**src/rtl/mbt_pkg.sv**
```systemverilog
package mbt_pkg;

  typedef enum logic [2:0] {
    ST_IDLE,
    ST_DECODE,
    ST_ARMED,
    ST_READ_HOLD,
    ST_WRITE_HOLD,
    ST_IGNORE
  } ctrlState_t;

  // Strobes the control sends to the datapath, one clock each
  typedef struct packed {
    logic latchAddr;
    logic loadRead;
    logic commitWrite;
    logic releaseLines;
  } dpStrobe_t;

endpackage

```
**src/rtl/mbt_sync.sv**
```systemverilog
module mbt_sync #(
  parameter int STAGES = 2,
  parameter int WIDTH  = 3
) (
  input  logic             clk,
  input  logic             rstN,
  input  logic [WIDTH-1:0] asyncN,
  output logic [WIDTH-1:0] syncedN
);

  logic [WIDTH-1:0] chain [STAGES];

  for (genvar s = 0; s < STAGES; s++) begin : g_stage
    if (s == 0) begin : g_first
      always_ff @(posedge clk or negedge rstN) begin
        if (!rstN) chain[0] <= '1;
        else       chain[0] <= asyncN;
      end
    end else begin : g_next
      always_ff @(posedge clk or negedge rstN) begin
        if (!rstN) chain[s] <= '1;
        else       chain[s] <= chain[s-1];
      end
    end
  end

  assign syncedN = chain[STAGES-1];

endmodule

```
**src/rtl/mbt_ctrl.sv**
```systemverilog
module mbt_ctrl
  import mbt_pkg::*;
(
  input  logic      clk,
  input  logic      rstN,
  input  logic      syncA,
  input  logic      dinA,
  input  logic      doutA,
  input  logic      devSel,
  output dpStrobe_t strobe,
  output logic      replyN
);

  ctrlState_t state, stateNext;
  logic       replyNext;

  always_comb begin
    stateNext = state;
    replyNext = replyN;
    strobe    = '0;
    unique case (state)
      ST_IDLE: begin
        if (syncA) begin
          strobe.latchAddr = 1'b1;
          stateNext        = ST_DECODE;
        end
      end
      ST_DECODE: begin
        stateNext = devSel ? ST_ARMED : ST_IGNORE;
      end
      ST_ARMED: begin
        if (!syncA) begin
          stateNext = ST_IDLE;
        end else if (dinA) begin
          strobe.loadRead = 1'b1;
          replyNext       = 1'b0;
          stateNext       = ST_READ_HOLD;
        end else if (doutA) begin
          strobe.commitWrite = 1'b1;
          replyNext          = 1'b0;
          stateNext          = ST_WRITE_HOLD;
        end
      end
      ST_READ_HOLD: begin
        if (!dinA) begin
          strobe.releaseLines = 1'b1;
          replyNext           = 1'b1;
          stateNext           = ST_ARMED;
        end
      end
      ST_WRITE_HOLD: begin
        if (!doutA) begin
          replyNext = 1'b1;
          stateNext = ST_ARMED;
        end
      end
      ST_IGNORE: begin
        if (!syncA) stateNext = ST_IDLE;
      end
      default: begin
        stateNext = ST_IDLE;
        replyNext = 1'b1;
      end
    endcase
  end

  always_ff @(posedge clk or negedge rstN) begin
    if (!rstN) begin
      state  <= ST_IDLE;
      replyN <= 1'b1;
    end else begin
      state  <= stateNext;
      replyN <= replyNext;
    end
  end

endmodule

```
**src/rtl/mbt_datapath.sv**
```systemverilog
module mbt_datapath
  import mbt_pkg::*;
#(
  parameter int          DATA_W      = 16,
  parameter int          PAGE_W      = 13,
  parameter int unsigned BASE_OFFSET = 'h140,
  parameter int          REG_COUNT   = 8
) (
  input  logic              clk,
  input  logic              rstN,
  input  dpStrobe_t         strobe,
  input  logic [DATA_W-1:0] dalIn,
  input  logic              ioPageA,
  input  logic              byteWrite,
  output logic              devSel,
  output logic [DATA_W-1:0] dalOut,
  output logic              dalOe
);

  localparam int IDX_W = $clog2(REG_COUNT);
  localparam int HALF  = DATA_W / 2;
  localparam logic [PAGE_W-1:0] BASE_VEC = PAGE_W'(BASE_OFFSET);

  logic [IDX_W:0]      offReg;
  logic [IDX_W-1:0]    idx;
  logic                hiLane;
  logic                winMatch;
  logic [DATA_W-1:0]   rdData;
  logic [DATA_W-1:0]   regFile [REG_COUNT];

  assign winMatch = ioPageA
                  && (&dalIn[DATA_W-1:PAGE_W])
                  && (dalIn[PAGE_W-1:IDX_W+1] == BASE_VEC[PAGE_W-1:IDX_W+1]);

  assign idx    = offReg[IDX_W:1];
  assign hiLane = offReg[0];

  always_ff @(posedge clk or negedge rstN) begin
    if (!rstN) begin
      offReg <= '0;
      devSel <= 1'b0;
    end else if (strobe.latchAddr) begin
      offReg <= dalIn[IDX_W:0];
      devSel <= winMatch;
    end
  end

  for (genvar g = 0; g < REG_COUNT; g++) begin : g_reg
    logic hitG;
    assign hitG = strobe.commitWrite && (idx == IDX_W'(g));
    always_ff @(posedge clk or negedge rstN) begin
      if (!rstN) begin
        regFile[g] <= '0;
      end else if (hitG) begin
        if (!byteWrite) begin
          regFile[g] <= dalIn;
        end else if (hiLane) begin
          regFile[g][DATA_W-1:HALF] <= dalIn[DATA_W-1:HALF];
        end else begin
          regFile[g][HALF-1:0] <= dalIn[HALF-1:0];
        end
      end
    end
  end

  always_ff @(posedge clk or negedge rstN) begin
    if (!rstN) begin
      rdData <= '0;
      dalOe  <= 1'b0;
    end else if (strobe.loadRead) begin
      rdData <= regFile[idx];
      dalOe  <= 1'b1;
    end else if (strobe.releaseLines) begin
      dalOe  <= 1'b0;
    end
  end

  assign dalOut = dalOe ? rdData : '0;

endmodule

```
**src/rtl/mux_bus_target.sv**
```systemverilog
module mux_bus_target
  import mbt_pkg::*;
#(
  parameter int          SYNC_STAGES = 2,
  parameter int unsigned BASE_OFFSET = 'h140,
  parameter int          REG_COUNT   = 8
) (
  input  logic        clk,
  input  logic        rstN,
  input  logic [15:0] dalIn,
  input  logic        busSyncN,
  input  logic        ioPageN,
  input  logic        dinN,
  input  logic        doutN,
  input  logic        wtbtN,
  output logic [15:0] dalOut,
  output logic        dalOe,
  output logic        replyN
);

  localparam int DATA_W = 16;
  localparam int PAGE_W = 13;

  logic [2:0] strobeSyncN;
  logic       syncA, dinA, doutA;
  logic       devSel;
  dpStrobe_t  strobe;

  mbt_sync #(.STAGES(SYNC_STAGES), .WIDTH(3)) u_sync (
    .clk     (clk),
    .rstN    (rstN),
    .asyncN  ({busSyncN, dinN, doutN}),
    .syncedN (strobeSyncN)
  );

  assign syncA = !strobeSyncN[2];
  assign dinA  = !strobeSyncN[1];
  assign doutA = !strobeSyncN[0];

  mbt_ctrl u_ctrl (
    .clk    (clk),
    .rstN   (rstN),
    .syncA  (syncA),
    .dinA   (dinA),
    .doutA  (doutA),
    .devSel (devSel),
    .strobe (strobe),
    .replyN (replyN)
  );

  mbt_datapath #(
    .DATA_W      (DATA_W),
    .PAGE_W      (PAGE_W),
    .BASE_OFFSET (BASE_OFFSET),
    .REG_COUNT   (REG_COUNT)
  ) u_dp (
    .clk       (clk),
    .rstN      (rstN),
    .strobe    (strobe),
    .dalIn     (dalIn),
    .ioPageA   (!ioPageN),
    .byteWrite (!wtbtN),
    .devSel    (devSel),
    .dalOut    (dalOut),
    .dalOe     (dalOe)
  );

endmodule

```
**config.mk**
```make
export PLATFORM = sky130hd
export DESIGN_NAME = mux_bus_target
export DESIGN_NICKNAME = d
export VERILOG_FILES = /design/src/rtl/mbt_pkg.sv /design/src/rtl/mbt_sync.sv /design/src/rtl/mbt_ctrl.sv /design/src/rtl/mbt_datapath.sv /design/src/rtl/mux_bus_target.sv
export SDC_FILE = /design/constraint.sdc
export NUM_CORES = 1
export LEC_CHECK = 0
export ABC_AREA = 0
export BUFFER_PORTS_ARGS = -buffer_cell sky130_fd_sc_hd__buf_4
export CAP_MARGIN = 5
export CORE_MARGIN = 8
export CORE_UTILIZATION = 53
export DETAILED_ROUTE_END_ITERATION = 7
export PLACE_DENSITY = 0.71
export SETUP_SLACK_MARGIN = 0.02
export SYNTH_ARGS = -nofsm -noshare
export SYNTH_HDL_FRONTEND = slang
export SYNTH_HIERARCHICAL = 1
export SYNTH_SLANG_ARGS = --single-unit
```
**constraint.sdc**
```tcl
create_clock -name clk -period 2.33 [get_ports clk]
set_input_delay 0.233 -clock clk [delete_from_list [all_inputs] [get_ports clk]]
set_output_delay 0.233 -clock clk [all_outputs]
set_load 0.02 [all_outputs]
```
# [Word level (Yosys, flattened, before mapping)]
# Index checks and enable logic that the tools add are counted.
# Widths: inputs -> output; s select.
[word_totals] register_bits=160 in_bits=23 out_inout_bits=18 wordCells=116
[classes] order_cmp=1 n_eq_ne=21 n_mux=33 bitwise_logic=2 reduce_logical=35
[ops] cell="$mux 16" n=4
[ops] cell="$bmux 16 s3" n=1
[ops] cell="$reduce_and 2->1" n=16
[ops] cell="$mux 3" n=8
[ops] cell="$eq 3x3->1 const B" n=6
[ops] cell="$pmux 3 s6" n=1
[ops] cell="$mux 8" n=2
[ops] cell="$mux 1" n=14
[ops] cell="$eq 3x2->1 const B" n=4
[ops] cell="$ne 2x2->1 const B" n=6
[ops] cell="$logic_and 1x1->1" n=10
[ops] cell="$reduce_and 5->1" n=2
[ops] cell="$eq 9x5->1 const B" n=1
[ops] cell="$eq 3x1->1 const B" n=2
[ops] cell="$logic_not 3->1" n=2
[ops] cell="$ge 4x4->1 const B" n=1
[ops] cell="$mux 2" n=2
[ops] cell="$ne 4x4->1 const B" n=1
[ops] cell="$not 3->4" n=1
[ops] cell="$pmux 1 s4" n=1
[ops] cell="$reduce_bool 2->1" n=2
[ops] cell="$ne 3x3->1 const B" n=1
[ops] cell="$reduce_and 3->1" n=1
[ops] cell="$reduce_or 3->1" n=1
[ops] cell="2 further kinds" n=2

# [Depth between registers and ports, before layout]
[depth] ltp_word=6 depth_mapped=9 depth_no_buf=7

# [By module]
# The synthesis kept the hierarchy.
[modules_own_cells] mod="mbt_datapath" n_inst=1 cells_each=503 area_per_inst_um2=7033.0 seq_area_each_um2=3753.6
[modules_own_cells] mod="mbt_ctrl" n_inst=1 cells_each=41 area_per_inst_um2=344.1 seq_area_each_um2=101.3
[modules_own_cells] mod="mbt_sync" n_inst=1 cells_each=9 area_per_inst_um2=180.2 seq_area_each_um2=157.7
[modules_own_cells] mod="mux_bus_target" n_inst=1 cells_each=5 area_per_inst_um2=18.8 seq_area_each_um2=0.0

# [Worst setup path before layout]
# OpenSTA, ideal clock, no wires.
[synth_path] path_kind="register to register" startpoint="register u_sync.chain (netlist bit u_sync/syncedN[1])" endpoint="register u_dp/regFile[32] (netlist name)" setup_ns=0.125 t_arrival_ns=1.999 required_ns=2.205 slack_ns=0.206 path_stages_with_launch=9 path_buffers=2 synth_period_minus_slack_ns=2.124 path_cell_list="dfstp_2 > buf_4 > inv_1 > nor2_1 > and3_1 > nand2b_4 > or3_1 > buf_6 > mux2_4"
[synth_rtl] item="start, declared" line_no="mbt_sync.sv:11" rtl="logic [WIDTH-1:0] chain [STAGES];"
[synth_rtl] item="start signal, assigned by index" line_no="mbt_sync.sv:22" rtl="else chain[s] <= chain[s-1];"
[synth_rtl] item="end signal, assigned by index" line_no="mbt_datapath.sv:56" rtl="regFile[g] <= dalIn;"
[synth_rtl] item="end signal, assigned by index" line_no="mbt_datapath.sv:58" rtl="regFile[g][DATA_W-1:HALF] <= dalIn[DATA_W-1:HALF];"
[synth_rtl] item="end signal, assigned by index" line_no="mbt_datapath.sv:60" rtl="regFile[g][HALF-1:0] <= dalIn[HALF-1:0];"
[synth_rtl] item="end, declared" line_no="mbt_datapath.sv:29" rtl="logic [DATA_W-1:0] regFile [REG_COUNT];"

==> Implementation_results.wiki <==
{| class="wikitable"
! Metric !! Value
|-
| Status || complete, no violations
|-
| Critical path origin || u_sync/syncedN[1]
|-
| Via count normalized by instance count || 5.79
|-
| Reported max-cap violation count || 0
|-
| Fraction of the mapped netlist area in simple logic gates || 0.105
|-
| Count of warnings emitted by yosys || 6
|-
| VDD IR max || 0.609 mV
|-
| Horizontal die dimension || 136 um
|-
| Final period utilization || 0.962
|-
| Element type at the critical path end || flip-flop
|-
| Worst clock skew || around 7.5 ps
|-
| Worst max-slew margin expressed relative to the limit || 0.530
|-
| Classification of the worst-slack hold path || input port to flip-flop
|-
| RSZ-0062 raised after global routing || yes
|-
| Height of the die || between 100 and 150 um
|-
| Global-route wire length before repair || 27400 um
|-
| Category of the worst setup path launch point || flip-flop
|-
| Setup slack on the worst flop-to-flop path || 90 ps
|-
| Worst reg2reg startpoint || u_sync/syncedN[1]
|-
| Post-Syn Area per Cell || 13.6 um^2
|-
| Leading register cell type out of synthesis || sky130_fd_sc_hd__dfrtp_1
|-
| CP arrival || 2540 ps
|-
| Pin count of the biggest net entering global routing || between 60 and 70
|-
| Post-synth top area share || 0.505
|-
| Filler cell count || about 1100
|-
| Final antenna-violating net count || 0
|-
| Number of global-route vias before repair || 5243
|-
| Final net count || 640
|-
| Length in cells of the worst reg-to-reg path || 6
|-
| I/O pin cnt || 41
|-
| Initial standard-cell utilization of the core || 0.544
|-
| Net Count, Synth || 581
|-
| Main combinational cell family by area after synthesis || multiplexers
|-
| Final setup violation count || 0
|-
| Port bufs || 40
|-
| Critical Path RT || 2630 ps
|-
| Vias || 4687
|-
| Post-Syn Area || 7580 um^2
|-
| Number of slew-limit violations in the final report || 0
|-
| Transition at the pin with the smallest max-transition slack || a little over 700 ps
|-
| Placed Cells || 771
|-
| Syn Inst Count || 558
|-
| Yosys cell types || 46
|-
| Clk sinks || 160
|-
| Initial DRC count || 269
|-
| Final global-route overflow total || 0
|-
| Endpoint of the worst register-to-register path || u_dp/regFile[101]
|-
| Synth Area in XOR/XNOR || 0
|-
| Type of the worst setup path || flip-flop to flip-flop
|-
| Clk_lat worst skew || 420 ps
|-
| Mux contribution to synthesized area || 0.288
|-
| Core Area || 13900 um^2
|-
| Design Area, Final || 8920 um^2
|-
| Capturing instance or port of the critical path || u_dp/regFile[101]
|-
| Standard-cell rows || 43
|-
| Buffers plus inverters on the worst setup path || 1
|-
| Critical path cell sequence || inv_1, nor2_1, and3_1, and2b_1, nand3_2, mux2_2
|-
| Fin. Hold Viols || 0
|-
| Final Instance Count excl. Fillers || 810
|-
| Levels on crit path || 6
|-
| Dominant delay contributor by cell family on the critical path || simple AND/OR/NAND/NOR gates
|-
| CTS Root Cell || sky130_fd_sc_hd__clkbuf_16
|-
| Compound-Gate Fraction of Synth Area || 0.0502
|-
| Largest fanout on the critical path || 8
|-
| Post-synthesis async set-or-reset flop share || 1.00
|-
| Overall Global Routing Usage || 0.194
|-
| TritonCTS clock tree || built
|-
| Deepest clock path buffer count || 2
|-
| Ratio of cells with drive above 1 in the final layout || 0.416
|-
| Final weighted congestion of routability-driven global placement || 0.828
|-
| Adder and majority gate portion of the synthesized area || 0
|-
| Number of register bits inferred by synthesis || 160
|-
| Sequential element share of the synthesized area || 0.530
|-
| Wirelength per Cell || 20.4 um
|-
| Max stage delay on crit path || 510 ps
|-
| Static power due to leakage || approximately 4.3 nW
|-
| Sum of routed wire length over all layers || 16500 um
|-
| Post-layout minimum cycle time || 2240 ps
|-
| Cell type contributing the most total cell area after synthesis || sky130_fd_sc_hd__dfrtp_1
|-
| Post-synth EDFFs || 0
|-
| Library cell contributing the largest single delay on the critical path || sky130_fd_sc_hd__dfstp_2
|-
| Area enclosed by the die boundary || 18400 um^2
|-
| Number of H-tree levels || 4
|-
| TritonCTS Buffers || 17
|-
| Drc violations || 0
|-
| Antenna cell count || 0
|-
| Top cells by area, synth || sky130_fd_sc_hd__dfrtp_1, sky130_fd_sc_hd__mux2_2, sky130_fd_sc_hd__mux2i_1
|-
| Layout Area Growth over Synthesis || 17.7%
|-
| Half-perimeter wire length after detailed placement || 10900 um
|-
| Power per Cell Area || 1000 nW/um^2
|-
| Number of optimization iterations in the first detailed-route pass || 4
|-
| Number of antenna violations at the first check in global routing || 0
|-
| Worst-path clk slew || 60 ps
|-
| Maximum clock frequency || 446 MHz
|-
| Placed instance area || ~8200 um^2
|}
flip-flops by register name, summed over array words and instances (netlist names):
register / count
u_ctrl/replyN: 1
u_ctrl/state: 3
u_dp/dalOe: 1
u_dp/devSel: 1
u_dp/offReg: 4
u_dp/rdData: 16
u_dp/regFile: 128
u_sync/chain: 3
u_sync/syncedN: 3
through the flow:
step	power [mW]	utilization	hold WS (ps)	worst slack, ps	setup TNS (ps)
floorplan	5.25	-	-62.6	206	0
global placement	5.98	0.587	266	92.5	0
finish	8.92	0.640	116	88.9	0
detailed placement	6.05	0.587	275	34.4	0
CTS	9.00	0.635	94.5	24.0	0
global route	9.37	0.640	110	-5.88	-12.3
placed cells by master (no fill, tap or decap), drive strengths merged, types with 16 or more instances in the layout:
master	n
dfrtp	153
mux2	133
buf	67
mux2i	65
nor2b	22
clkbuf	22
nand2	20
nand3	20
and2	18
a41o	17
a22oi	16
synth_stat cells, types with 3 or more instances:
| cell | instances |
|---|---|
| sky130_fd_sc_hd__and2_1 | 17 |
| sky130_fd_sc_hd__a22oi_1 | 16 |
| sky130_fd_sc_hd__a21oi_1 | 3 |
| sky130_fd_sc_hd__nor2b_1 | 22 |
| sky130_fd_sc_hd__nand2_1 | 19 |
| sky130_fd_sc_hd__inv_1 | 8 |
| sky130_fd_sc_hd__nor3_1 | 4 |
| sky130_fd_sc_hd__nand3_1 | 17 |
| sky130_fd_sc_hd__dfrtp_1 | 153 |
| sky130_fd_sc_hd__mux2_4 | 9 |
| sky130_fd_sc_hd__nand2b_1 | 3 |
| sky130_fd_sc_hd__nand3_2 | 3 |
| sky130_fd_sc_hd__a41o_1 | 17 |
| sky130_fd_sc_hd__buf_4 | 7 |
| sky130_fd_sc_hd__mux2i_1 | 65 |
| sky130_fd_sc_hd__nor2_1 | 3 |
| sky130_fd_sc_hd__nor3_4 | 9 |
| sky130_fd_sc_hd__dfstp_2 | 7 |
| sky130_fd_sc_hd__mux2_2 | 124 |
| sky130_fd_sc_hd__clkbuf_1 | 8 |
| sky130_fd_sc_hd__buf_2 | 12 |
worst min path at each step:
stage	slack, ps	end	cells past startpoint	start
3_3_place_gp	270	u_dp/regFile[112]	1	rstN
2_1_floorplan	-60	u_ctrl/state[0]	0	rstN
3_5_place_dp	280	u_dp/regFile[112]	1	rstN
5_1_grt	110	u_dp/regFile[62]	2	dalIn[14]
6_report	120	u_dp/regFile[38]	2	dalIn[6]
4_1_cts	90	u_dp/regFile[38]	2	dalIn[6]
kinds of logic (layout without fill, tap and decap cells):
group | Yosys count | in the layout
AO/OA/AOI/OAI | 46 | 46
buffers and inverters | 39 | 111
flip-flops | 160 | 160
multiplexers | 198 | 198
AND/OR/NAND/NOR | 115 | 115
power breakdown:
part | total, mW | internal [mW] | switching, mW
combinational | 2.61 | 1.15 | 1.46
sequential | 3.40 | 3.11 | 0.284
clock | 2.91 | 1.81 | 1.09
cell type report:
| cell class | instances | area (um^2) | share of cell area |
|---|---|---|---|
| repair buffers | 71 | 647 | 0.0725 |
| clock inverters | 10 | 150 | 0.0168 |
| clock buffers | 22 | 484 | 0.0543 |
| well taps | 180 | 225 | 0.0253 |
| inverters | 8 | 30.0 | 0.00337 |
| multi-input cells | 359 | 3370 | 0.377 |
| flip-flops and latches | 160 | 4020 | 0.450 |
routing by layer:
metal	part of all wire	track usage	wire [um]	up-vias
li1	-	-	-	2149
met2	0.50	0.325	8270	78
met4	0.028	0.0962	468	0
met3	0.031	0.0378	512	32
met5	0	0	0	-
met1	0.44	0.234	7240	2428
repair_timing:
item,in CTS,in global routing
pin swaps,1,3
gates resized for setup,0,1
setup endpoints to repair,1,42
gates cloned,0,0
hold buffers,4,0
hold endpoints to repair,69,0
buffers inserted,0,3
Power figures use the tool's default switching activity.
